$ cat config.mk
export PLATFORM = sky130hd
export DESIGN_NAME = ac97_rx_slot_check
export DESIGN_NICKNAME = d
export VERILOG_FILES = /design/src/rtl/ac97_rx_pkg.sv /design/src/rtl/ac97_frame_align.sv /design/src/rtl/ac97_tag_check.sv /design/src/rtl/ac97_fifo_feed.sv /design/src/rtl/ac97_rx_slot_check.sv
export SDC_FILE = /design/constraint.sdc
export NUM_CORES = 1
export LEC_CHECK = 0
export BUFFER_PORTS_ARGS = -buffer_cell sky130_fd_sc_hd__buf_2
export CAP_MARGIN = 15
export CORE_MARGIN = 8
export CORE_UTILIZATION = 61
export CTS_CLUSTER_DIAMETER = 50
export DETAILED_ROUTE_END_ITERATION = 16
export PLACE_DENSITY = 0.85
export REMOVE_ABC_BUFFERS = 1
export SYNTH_ARGS = -nofsm -noshare
export SYNTH_HDL_FRONTEND = slang
export SYNTH_SLANG_ARGS = --single-unit
$ cat constraint.sdc
create_clock -name clk -period 6.8 [get_ports clk]
set_clock_uncertainty 0.1 [all_clocks]
set_input_delay 1.02 -clock clk [delete_from_list [all_inputs] [get_ports clk]]
set_output_delay 1.02 -clock clk [all_outputs]
set_load 0.03 [all_outputs]
$ cat src/rtl/ac97_rx_pkg.sv
package ac97_rx_pkg;
  localparam int AC_TAG_W     = 16;  // width of the tag slot
  localparam int AC_SLOT_W    = 20;  // width of slots 1..12
  localparam int AC_NUM_SLOTS = 12;  // slots following the tag slot
  localparam int AC_FIRST_DAT = 3;   // first data slot
  localparam int AC_NUM_DAT   = 10;  // data slots 3..12
  localparam int AC_SLOT_IW   = $clog2(AC_NUM_SLOTS + 1);
endpackage

$ cat src/rtl/ac97_frame_align.sv
module ac97_frame_align
  import ac97_rx_pkg::*;
#(
  parameter int TAG_W   = AC_TAG_W,
  parameter int SLOT_W  = AC_SLOT_W,
  parameter int N_SLOTS = AC_NUM_SLOTS,
  localparam int SW     = $clog2(N_SLOTS + 1),
  localparam int BW     = $clog2(SLOT_W)
) (
  input  logic              clk,
  input  logic              rst,
  input  logic              bit_en,
  input  logic              sync_in,
  input  logic              sdata_in,
  output logic              cur_valid,
  output logic              cur_last,
  output logic [SW-1:0]     cur_slot,
  output logic [SLOT_W-1:0] word
);
  logic              sync_q;
  logic              in_frame;
  logic [SW-1:0]     slot_q;
  logic [BW-1:0]     bit_q;
  logic [BW-1:0]     cur_bit;
  logic [SLOT_W-2:0] shreg;
  logic              start;

  assign start = bit_en & sync_in & ~sync_q;

  always_comb begin
    cur_valid = bit_en & (start | in_frame);
    cur_slot  = start ? '0 : slot_q;
    cur_bit   = start ? '0 : bit_q;
    if (cur_slot == '0) cur_last = cur_valid & (cur_bit == BW'(TAG_W - 1));
    else                cur_last = cur_valid & (cur_bit == BW'(SLOT_W - 1));
  end

  assign word = {shreg, sdata_in};

  always_ff @(posedge clk) begin
    if (rst) begin
      sync_q   <= 1'b0;
      in_frame <= 1'b0;
      slot_q   <= '0;
      bit_q    <= '0;
      shreg    <= '0;
    end else if (bit_en) begin
      sync_q <= sync_in;
      shreg  <= {shreg[SLOT_W-3:0], sdata_in};
      if (cur_valid) begin
        if (cur_last) begin
          bit_q <= '0;
          if (cur_slot == SW'(N_SLOTS)) begin
            in_frame <= 1'b0;
            slot_q   <= '0;
          end else begin
            in_frame <= 1'b1;
            slot_q   <= cur_slot + SW'(1);
          end
        end else begin
          in_frame <= 1'b1;
          slot_q   <= cur_slot;
          bit_q    <= cur_bit + BW'(1);
        end
      end
    end
  end

  // position counters stay inside the frame layout
  a_r2_slot_range: assert property (@(posedge clk) disable iff (rst)
    in_frame |-> (slot_q <= SW'(N_SLOTS)));
  a_r2_tag_bit_range: assert property (@(posedge clk) disable iff (rst)
    (in_frame && slot_q == '0) |-> (bit_q < BW'(TAG_W)));
endmodule

$ cat src/rtl/ac97_tag_check.sv
module ac97_tag_check
  import ac97_rx_pkg::*;
#(
  parameter int TAG_W  = AC_TAG_W,
  parameter int FIRST  = AC_FIRST_DAT,
  parameter int N_DAT  = AC_NUM_DAT,
  parameter int SW     = AC_SLOT_IW
) (
  input  logic             clk,
  input  logic             rst,
  input  logic             cur_valid,
  input  logic             cur_last,
  input  logic [SW-1:0]    cur_slot,
  input  logic [TAG_W-1:0] tag_word,
  input  logic             active,
  input  logic [N_DAT-1:0] exp_mask,
  input  logic             clr_unexp,
  output logic             accept,
  output logic [N_DAT-1:0] slot_en,
  output logic             unexp_flag
);
  logic [N_DAT-1:0] rx_valid;
  logic             in_tag;
  logic             tag_done;
  logic             has_data;
  logic             match;

  for (genvar i = 0; i < N_DAT; i++) begin : g_map
    assign rx_valid[i] = tag_word[TAG_W - 1 - FIRST - i];
  end

  assign in_tag   = cur_valid & (cur_slot == '0);
  assign tag_done = in_tag & cur_last;
  assign has_data = |rx_valid;
  assign match    = (rx_valid == exp_mask);

  always_ff @(posedge clk) begin
    if (rst) begin
      accept     <= 1'b0;
      slot_en    <= '0;
      unexp_flag <= 1'b0;
    end else begin
      if (in_tag) begin
        accept  <= tag_done & active & has_data & match;
        slot_en <= rx_valid;
      end
      if (tag_done & active & has_data & ~match) unexp_flag <= 1'b1;
      else if (clr_unexp)                        unexp_flag <= 1'b0;
    end
  end

  // flag holds until cleared
  a_r7_unexp_sticky: assert property (@(posedge clk) disable iff (rst)
    (unexp_flag && !clr_unexp) |=> unexp_flag);
  // an empty or status-only frame never raises the flag
  a_r6_empty_no_flag: assert property (@(posedge clk) disable iff (rst)
    (tag_done && !has_data && !unexp_flag) |=> !unexp_flag);
  // a frame that raises the flag is never accepted
  a_r5_flag_excludes_accept: assert property (@(posedge clk) disable iff (rst)
    $rose(unexp_flag) |-> !accept);
endmodule

$ cat src/rtl/ac97_fifo_feed.sv
module ac97_fifo_feed
  import ac97_rx_pkg::*;
#(
  parameter int SLOT_W = AC_SLOT_W,
  parameter int FIRST  = AC_FIRST_DAT,
  parameter int N_DAT  = AC_NUM_DAT,
  parameter int SW     = AC_SLOT_IW
) (
  input  logic              clk,
  input  logic              rst,
  input  logic              cur_valid,
  input  logic              cur_last,
  input  logic [SW-1:0]     cur_slot,
  input  logic [SLOT_W-1:0] word,
  input  logic              accept,
  input  logic [N_DAT-1:0]  slot_en,
  input  logic              active,
  input  logic              fifo_full,
  input  logic              clr_ovr,
  output logic              fifo_wr,
  output logic [SLOT_W-1:0] fifo_data,
  output logic              ovr_flag
);
  logic hit;
  logic due;

  always_comb begin
    hit = 1'b0;
    for (int i = 0; i < N_DAT; i++)
      if (cur_slot == SW'(FIRST + i)) hit = slot_en[i];
  end

  assign due = cur_valid & cur_last & accept & active & hit;

  always_ff @(posedge clk) begin
    if (rst) begin
      fifo_wr   <= 1'b0;
      fifo_data <= '0;
      ovr_flag  <= 1'b0;
    end else begin
      fifo_wr <= due & ~fifo_full;
      if (due & ~fifo_full) fifo_data <= word;
      if (due & fifo_full)  ovr_flag <= 1'b1;
      else if (clr_ovr)     ovr_flag <= 1'b0;
    end
  end

  // no write is issued against a full FIFO
  a_r9_no_write_when_full: assert property (@(posedge clk) disable iff (rst)
    fifo_wr |-> !$past(fifo_full));
  a_r9_ovr_sticky: assert property (@(posedge clk) disable iff (rst)
    (ovr_flag && !clr_ovr) |=> ovr_flag);
  // writes are single pulses and come only from accepted frames
  a_r4_single_pulse: assert property (@(posedge clk) disable iff (rst)
    fifo_wr |=> !fifo_wr);
  a_r4_write_needs_accept: assert property (@(posedge clk) disable iff (rst)
    fifo_wr |-> $past(accept));
endmodule

$ cat src/rtl/ac97_rx_slot_check.sv
module ac97_rx_slot_check
  import ac97_rx_pkg::*;
#(
  parameter int TAG_W   = AC_TAG_W,
  parameter int SLOT_W  = AC_SLOT_W,
  parameter int N_SLOTS = AC_NUM_SLOTS,
  parameter int FIRST   = AC_FIRST_DAT,
  parameter int N_DAT   = AC_NUM_DAT,
  localparam int SW     = $clog2(N_SLOTS + 1)
) (
  input  logic              clk,
  input  logic              rst,
  input  logic              bit_en,
  input  logic              sync_in,
  input  logic              sdata_in,
  input  logic              mode_ac97,
  input  logic              ac97_en,
  input  logic [N_DAT-1:0]  exp_mask,
  input  logic              clr_unexp,
  input  logic              clr_ovr,
  input  logic              fifo_full,
  output logic              fifo_wr,
  output logic [SLOT_W-1:0] fifo_data,
  output logic              unexp_flag,
  output logic              ovr_flag
);
  logic              cur_valid;
  logic              cur_last;
  logic [SW-1:0]     cur_slot;
  logic [SLOT_W-1:0] word;
  logic              accept;
  logic [N_DAT-1:0]  slot_en;
  logic              active;

  assign active = mode_ac97 & ac97_en;

  ac97_frame_align #(.TAG_W(TAG_W), .SLOT_W(SLOT_W), .N_SLOTS(N_SLOTS)) u_align (
    .clk(clk), .rst(rst), .bit_en(bit_en), .sync_in(sync_in), .sdata_in(sdata_in),
    .cur_valid(cur_valid), .cur_last(cur_last), .cur_slot(cur_slot), .word(word));

  ac97_tag_check #(.TAG_W(TAG_W), .FIRST(FIRST), .N_DAT(N_DAT), .SW(SW)) u_tag (
    .clk(clk), .rst(rst), .cur_valid(cur_valid), .cur_last(cur_last), .cur_slot(cur_slot),
    .tag_word(word[TAG_W-1:0]), .active(active), .exp_mask(exp_mask),
    .clr_unexp(clr_unexp), .accept(accept), .slot_en(slot_en), .unexp_flag(unexp_flag));

  ac97_fifo_feed #(.SLOT_W(SLOT_W), .FIRST(FIRST), .N_DAT(N_DAT), .SW(SW)) u_feed (
    .clk(clk), .rst(rst), .cur_valid(cur_valid), .cur_last(cur_last), .cur_slot(cur_slot),
    .word(word), .accept(accept), .slot_en(slot_en), .active(active),
    .fifo_full(fifo_full), .clr_ovr(clr_ovr), .fifo_wr(fifo_wr),
    .fifo_data(fifo_data), .ovr_flag(ovr_flag));

  // writes only happen while mode and enable are both set
  a_r8_inactive_no_write: assert property (@(posedge clk) disable iff (rst)
    fifo_wr |-> $past(mode_ac97 && ac97_en));
  // outputs are quiet in the cycle after reset
  a_r1_reset_quiet: assert property (@(posedge clk)
    $past(rst) |-> (!fifo_wr && !unexp_flag && !ovr_flag));
endmodule

* Word-level counts from Yosys, hierarchy flattened
Cells that the tools add are included.
Storage, ports and cells: flip-flop bits (word level) 64, memory bits (read-only) 0, output and inout bits 23, memory bits (writable) 0, bits in latches 0, bits of input ports 20, word-level logic and storage cells 75, memories kept 0
Operators by class: multiply operators 0, divide/modulo/power cells 0, reductions and logical operators 5, equal/unequal tests 13, add/sub/neg operators 2, muxes and demuxes 22, bitwise logic cells 22, shift operators 0, $lt $le $gt $ge 0
Operators by type and width (number):
- $eq A4 B4 Y1 const B | 5
- $and A1 B1 Y1 | 18
- $mux W1 | 17
- $eq A4 B3 Y1 const B | 4
- $mux W4 | 3
- $eq A10 B10 Y1 | 1
- $mux W5 | 2
- $reduce_or A10 Y1 | 1
- $add A5 B1 Y5 const B | 1
- $eq A5 B4 Y1 const B | 1
- $eq A5 B5 Y1 const B | 1
- $add A4 B1 Y4 const B | 1
- $eq A4 B2 Y1 const B | 1
- $logic_not A4 Y1 | 1
- $reduce_bool A2 Y1 | 2
- $not A1 Y1 | 3
- $reduce_and A2 Y1 | 1
- $or A1 B1 Y1 | 1

* Depth between registers and ports, before layout
word-level depth 17, gate-level depth with buffers 10, mapped depth without buffers 8

* Hierarchy
A second synthesis with hierarchy kept.
Second synthesis, totals: cells, all modules 320, area, all modules 3105.5 µm²
By module, submodules not included:
- ac97_frame_align | seq. area each 600.6 µm², times used 1, area each 1418.9 µm², cells each 151
- ac97_fifo_feed | seq. area each 440.4 µm², times used 1, area each 1088.5 µm², cells each 108
- ac97_tag_check | seq. area each 240.2 µm², times used 1, area each 591.8 µm², cells each 60
- ac97_rx_slot_check | seq. area each 0.0 µm², times used 1, area each 6.3 µm², cells each 1

* Worst setup path after synthesis
No wires, ideal clock.
path type input-to-reg, from in bit_en, to reg u_feed.fifo_data[0], arrival time 3034 ps, path buffers 2, setup slack 3594 ps, required time 6628 ps, stages on the path 10, setup time 72 ps, cell sequence clkbuf_1 nand3b_1 and2_1 ha_1 or3b_1 a21oi_1 o22ai_1 nor3_2 buf_6 mux2i_1
Between the ends: word-level cells in the longest chain between the ends 16, elaborated cells on any way between the ends 37, those cells by class eq/ne: 12; mux: 13; bitwise: 11; reduce/logical: 1
RTL lines:
- from (decl) | line ac97_rx_slot_check.sv:13 | input logic bit_en,
- $and A1 B1 Y1 (2 in series) | line ac97_frame_align.sv:28 | assign start = bit_en & sync_in & ~sync_q;
- $mux W4 | line ac97_frame_align.sv:32 | cur_slot = start ? '0 : slot_q;
- $eq A4 B2 Y1 | line ac97_fifo_feed.sv:30 | if (cur_slot == SW'(FIRST + i)) hit = slot_en[i];
- $mux W1 (10 in series) | line ac97_fifo_feed.sv:30
- $and A1 B1 Y1 (*) | line ac97_fifo_feed.sv:33 | assign due = cur_valid & cur_last & accept & active & hit;
- $and A1 B1 Y1 (*) | line ac97_fifo_feed.sv:42 | if (due & ~fifo_full) fifo_data <= word;
- to (signal assigned) | line ac97_fifo_feed.sv:42
- to (decl) | line ac97_fifo_feed.sv:21 | output logic [SLOT_W-1:0] fifo_data,
Mark *: on every way between the ends. The rest lies on a longest branch, timed or not. A chain may end at the register's enable or synchronous reset.

* Worst setup path after layout
from in bit_en, to reg u_feed.fifo_data[15]
Same word-level chain as after synthesis.

==> impl_metrics.yaml <==
hold_path:
  hp-start: "u_feed.fifo_data[2]"
  hold_depth: 2
  hold_end: "u_feed.fifo_data[2]"
  hp-class: "reg2reg"
logic_synthesis:
  synth-seq-cells: 64
  synth.distinct_cells: 47
  postSynthCellCount: 324
  ys_async_sr_fraction_pct: 0
  seq_area_frac_synth_pct: 42.6
  syn_area_per_cell_um2: 9.28
  netlist.top_cell.by_area: "dfxtp_1"
  syn_area_um2: 3010
  yosys_warnings: 0
  yosysTopAreaCellShare_pct: 42.6
  ys.flop_type: "dfxtp_1"
  synth_area_leaders: "dfxtp_1 (43%), mux2i_1 (14%), nand2b_1 (9.2%)"
  synth_edf_count: 0
clock_tree:
  cts_buffers: 9
  clk_latency_ns: 0.35
  cts_root_buf: "clkbuf_8"
  post_cts_buffers: 0
  h-tree-depth: 3
  cts.sinks: 64
  clockBufferDepth: 2
  cts_tree: "done"
  clkTransAtPathRegs_ns: 0.06
  cts-resized-gates: 0
  holdBufCountCts: 0
timing:
  fmax_mhz: 259
  setup_ws_ns: 2.95
  setup_violations: 0
  period_needed_ns: 3.85
  min_period_over_period_pct: 56.7
  setup-tns-final_ns: 0
  rsz0062_at_grt: "false"
  worst_slew_pin_slew_ns: 0.756
  slew_headroom_pct: 49.4
  finalHoldViolations: 0
  slew_viol_final: 0
global_route:
  grt_pass1_vias: 2303
  grt_max_degree: 85
  grt_usage_pct: 18.0
  grt_pass1_wl_um: 10600
  antenna_found_initial: 0
  grt_remaining_overflow: 0
drt:
  drc: 0
  via_per_inst: 5.60
  drt_iter0_drc: 116
  vias: 2414
  wl_per_cell_um: 15.0
  ant_nets: 0
  dr.pass1.iters: 4
  wirelength_um: 6470
pwr:
  p_leak_nw: 1.31
  ir_drop_uv: 164
  p_per_area_nw_per_um2: 221
status:
  status: "completed"
critical_path:
  reg2reg_to: "u_feed.fifo_data[15]"
  cp_max_fo: 26
  crit_slowest_cell: "buf_2"
  critPathKind: "in2reg"
  cp.arrival_ns: 4.02
  startpoint_type: "input pin"
  r2r_cells: 9
  max_stage_delay_ns: 0.53
  rr_startpoint: "u_align.sync_q"
  endpoint_kind: "flop"
  path_cells: "buf_2 -> nand3b_1 -> and2_1 -> ha_1 -> or3b_1 -> a21oi_1 -> o22ai_1 -> nor3_4 -> buf_4 -> mux2i_1"
  cp_data_required_time_ns: 6.97
  rrSetupSlack_ns: 3.90
placement:
  gp_congestion: 0.808
  dp.cells: 416
  io_buffers: 42
  place_ws_ns: 2.65
  dp_hpwl_um: 4250
die:
  num_rows: 25
  start_util_pct: 63.6
  die_h_um: 86.2
  coreArea_um2: 4720
  die_area_um2: 7430
  io_pins: 43
  die_w_um: 86.2
layout:
  drive_above_1_share_pct: 17.9
  diodes: 0
  final_common_cell: "dfxtp_1"
  mostFrequentLayoutCells: "dfxtp_1 (64), nand2b_1 (44), mux2i_1 (43)"
  nets: 382
  area_growth_pct: 14.2
  instances_no_fill: 431
flow_run:
  cap_violations: 0
-- logic make-up (layout without fill, tap and decap cells) --
logic type      count (synthesis)  in the layout  share of synthesized area (%)
compound gates                 51             51                           11.1
xor+xnor                       10             10                           2.91
fa+ha+maj                       2              2                          0.833
buf+inv                        22             62                           3.62
flops                          64             64                           42.6
mux                            43             43                           14.3
simple gates                  132            132                           24.6
-- metrics by stage --
step	util, %	hold WS, ns	power [mW]	instance area [um2]
after detailed placement	68.3	0.361	0.425	3230
final	72.7	0.369	0.759	3430
after global routing	72.7	0.388	0.785	3430
after CTS	72.7	0.372	0.759	3430
after global placement	68.3	0.357	0.425	3230
after floorplan	-	0.335	0.405	2900
-- metal layers --
metal | vias to the layer above | share of wire [%] | GRT usage, % | wire length [um]
met3 | 13 | 5.1 | 3.88 | 330
met4 | 0 | 2.2 | 10.2 | 145
met1 | 1129 | 43 | 21.3 | 2810
li1 | 1202 | - | - | -
met5 | - | 0 | 0 | 0
met2 | 70 | 49 | 29.4 | 3180
-- registers in the layout, indices dropped and copies added, names as in the netlist, 4 cells and up --
name              cells
u_align.bit_q         5
u_align.shreg        19
u_feed.fifo_data     20
u_align.slot_q        4
u_tag.slot_en        10
-- cells in the mapped netlist (2+ instances only) --
cell type	n
dfxtp_1	64
nand2b_1	44
mux2i_1	43
nor2_1	30
a21oi_1	20
nand2_1	17
clkbuf_1	11
o21ai_0	11
nand3_1	10
xor2_1	8
nor4_1	5
and2_1	3
buf_1	3
buf_2	3
buf_6	3
nor2b_1	3
nor3_1	3
or3b_1	3
a211oi_1	2
a21o_1	2
a31oi_1	2
ha_1	2
inv_1	2
nand4_1	2
nor3b_1	2
o211ai_1	2
o21a_1	2
or3_1	2
xnor2_1	2
-- worst max-delay path, delay by kind of cell --
family | cells | cell delay (ns)
adder cells (fa/ha/maj) | 1 | 0.23
AND/OR/NAND/NOR | 4 | 1.26
multiplexers | 1 | 0.24
AO/OA/AOI/OAI | 2 | 0.33
buffers and inverters | 2 | 0.89
-- report_power, final --
part	internal [mW]	switching [mW]	leakage (nW)	total [mW]
Combinational	0.0165	0.0216	0.696	0.0381
Sequential	0.377	0.00195	0.516	0.379
Clock	0.198	0.145	0.102	0.342
-- how the worst max path moves through the flow --
stage	from	endpoint	slack, ns
2_1_floorplan	bit_en	u_feed.fifo_data[0]	2.95
3_3_place_gp	bit_en	u_feed.fifo_data[5]	2.86
3_5_place_dp	bit_en	u_feed.fifo_data[13]	2.65
4_1_cts	bit_en	u_feed.fifo_data[15]	2.98
5_1_grt	bit_en	u_feed.fifo_data[15]	2.79
6_report	bit_en	u_feed.fifo_data[15]	2.95
-- final cells by class --
type                       instances  area (um2)
multi-input combinational        238        1620
clock inverter                     2        37.5
inverter                           2        7.51
sequential                        64        1280
tap                               67        83.8
clock buffer                      13         169
timing repair buffer              45         233
fill                             355        1290
No activity file was read; power rests on OpenSTA's default activity.
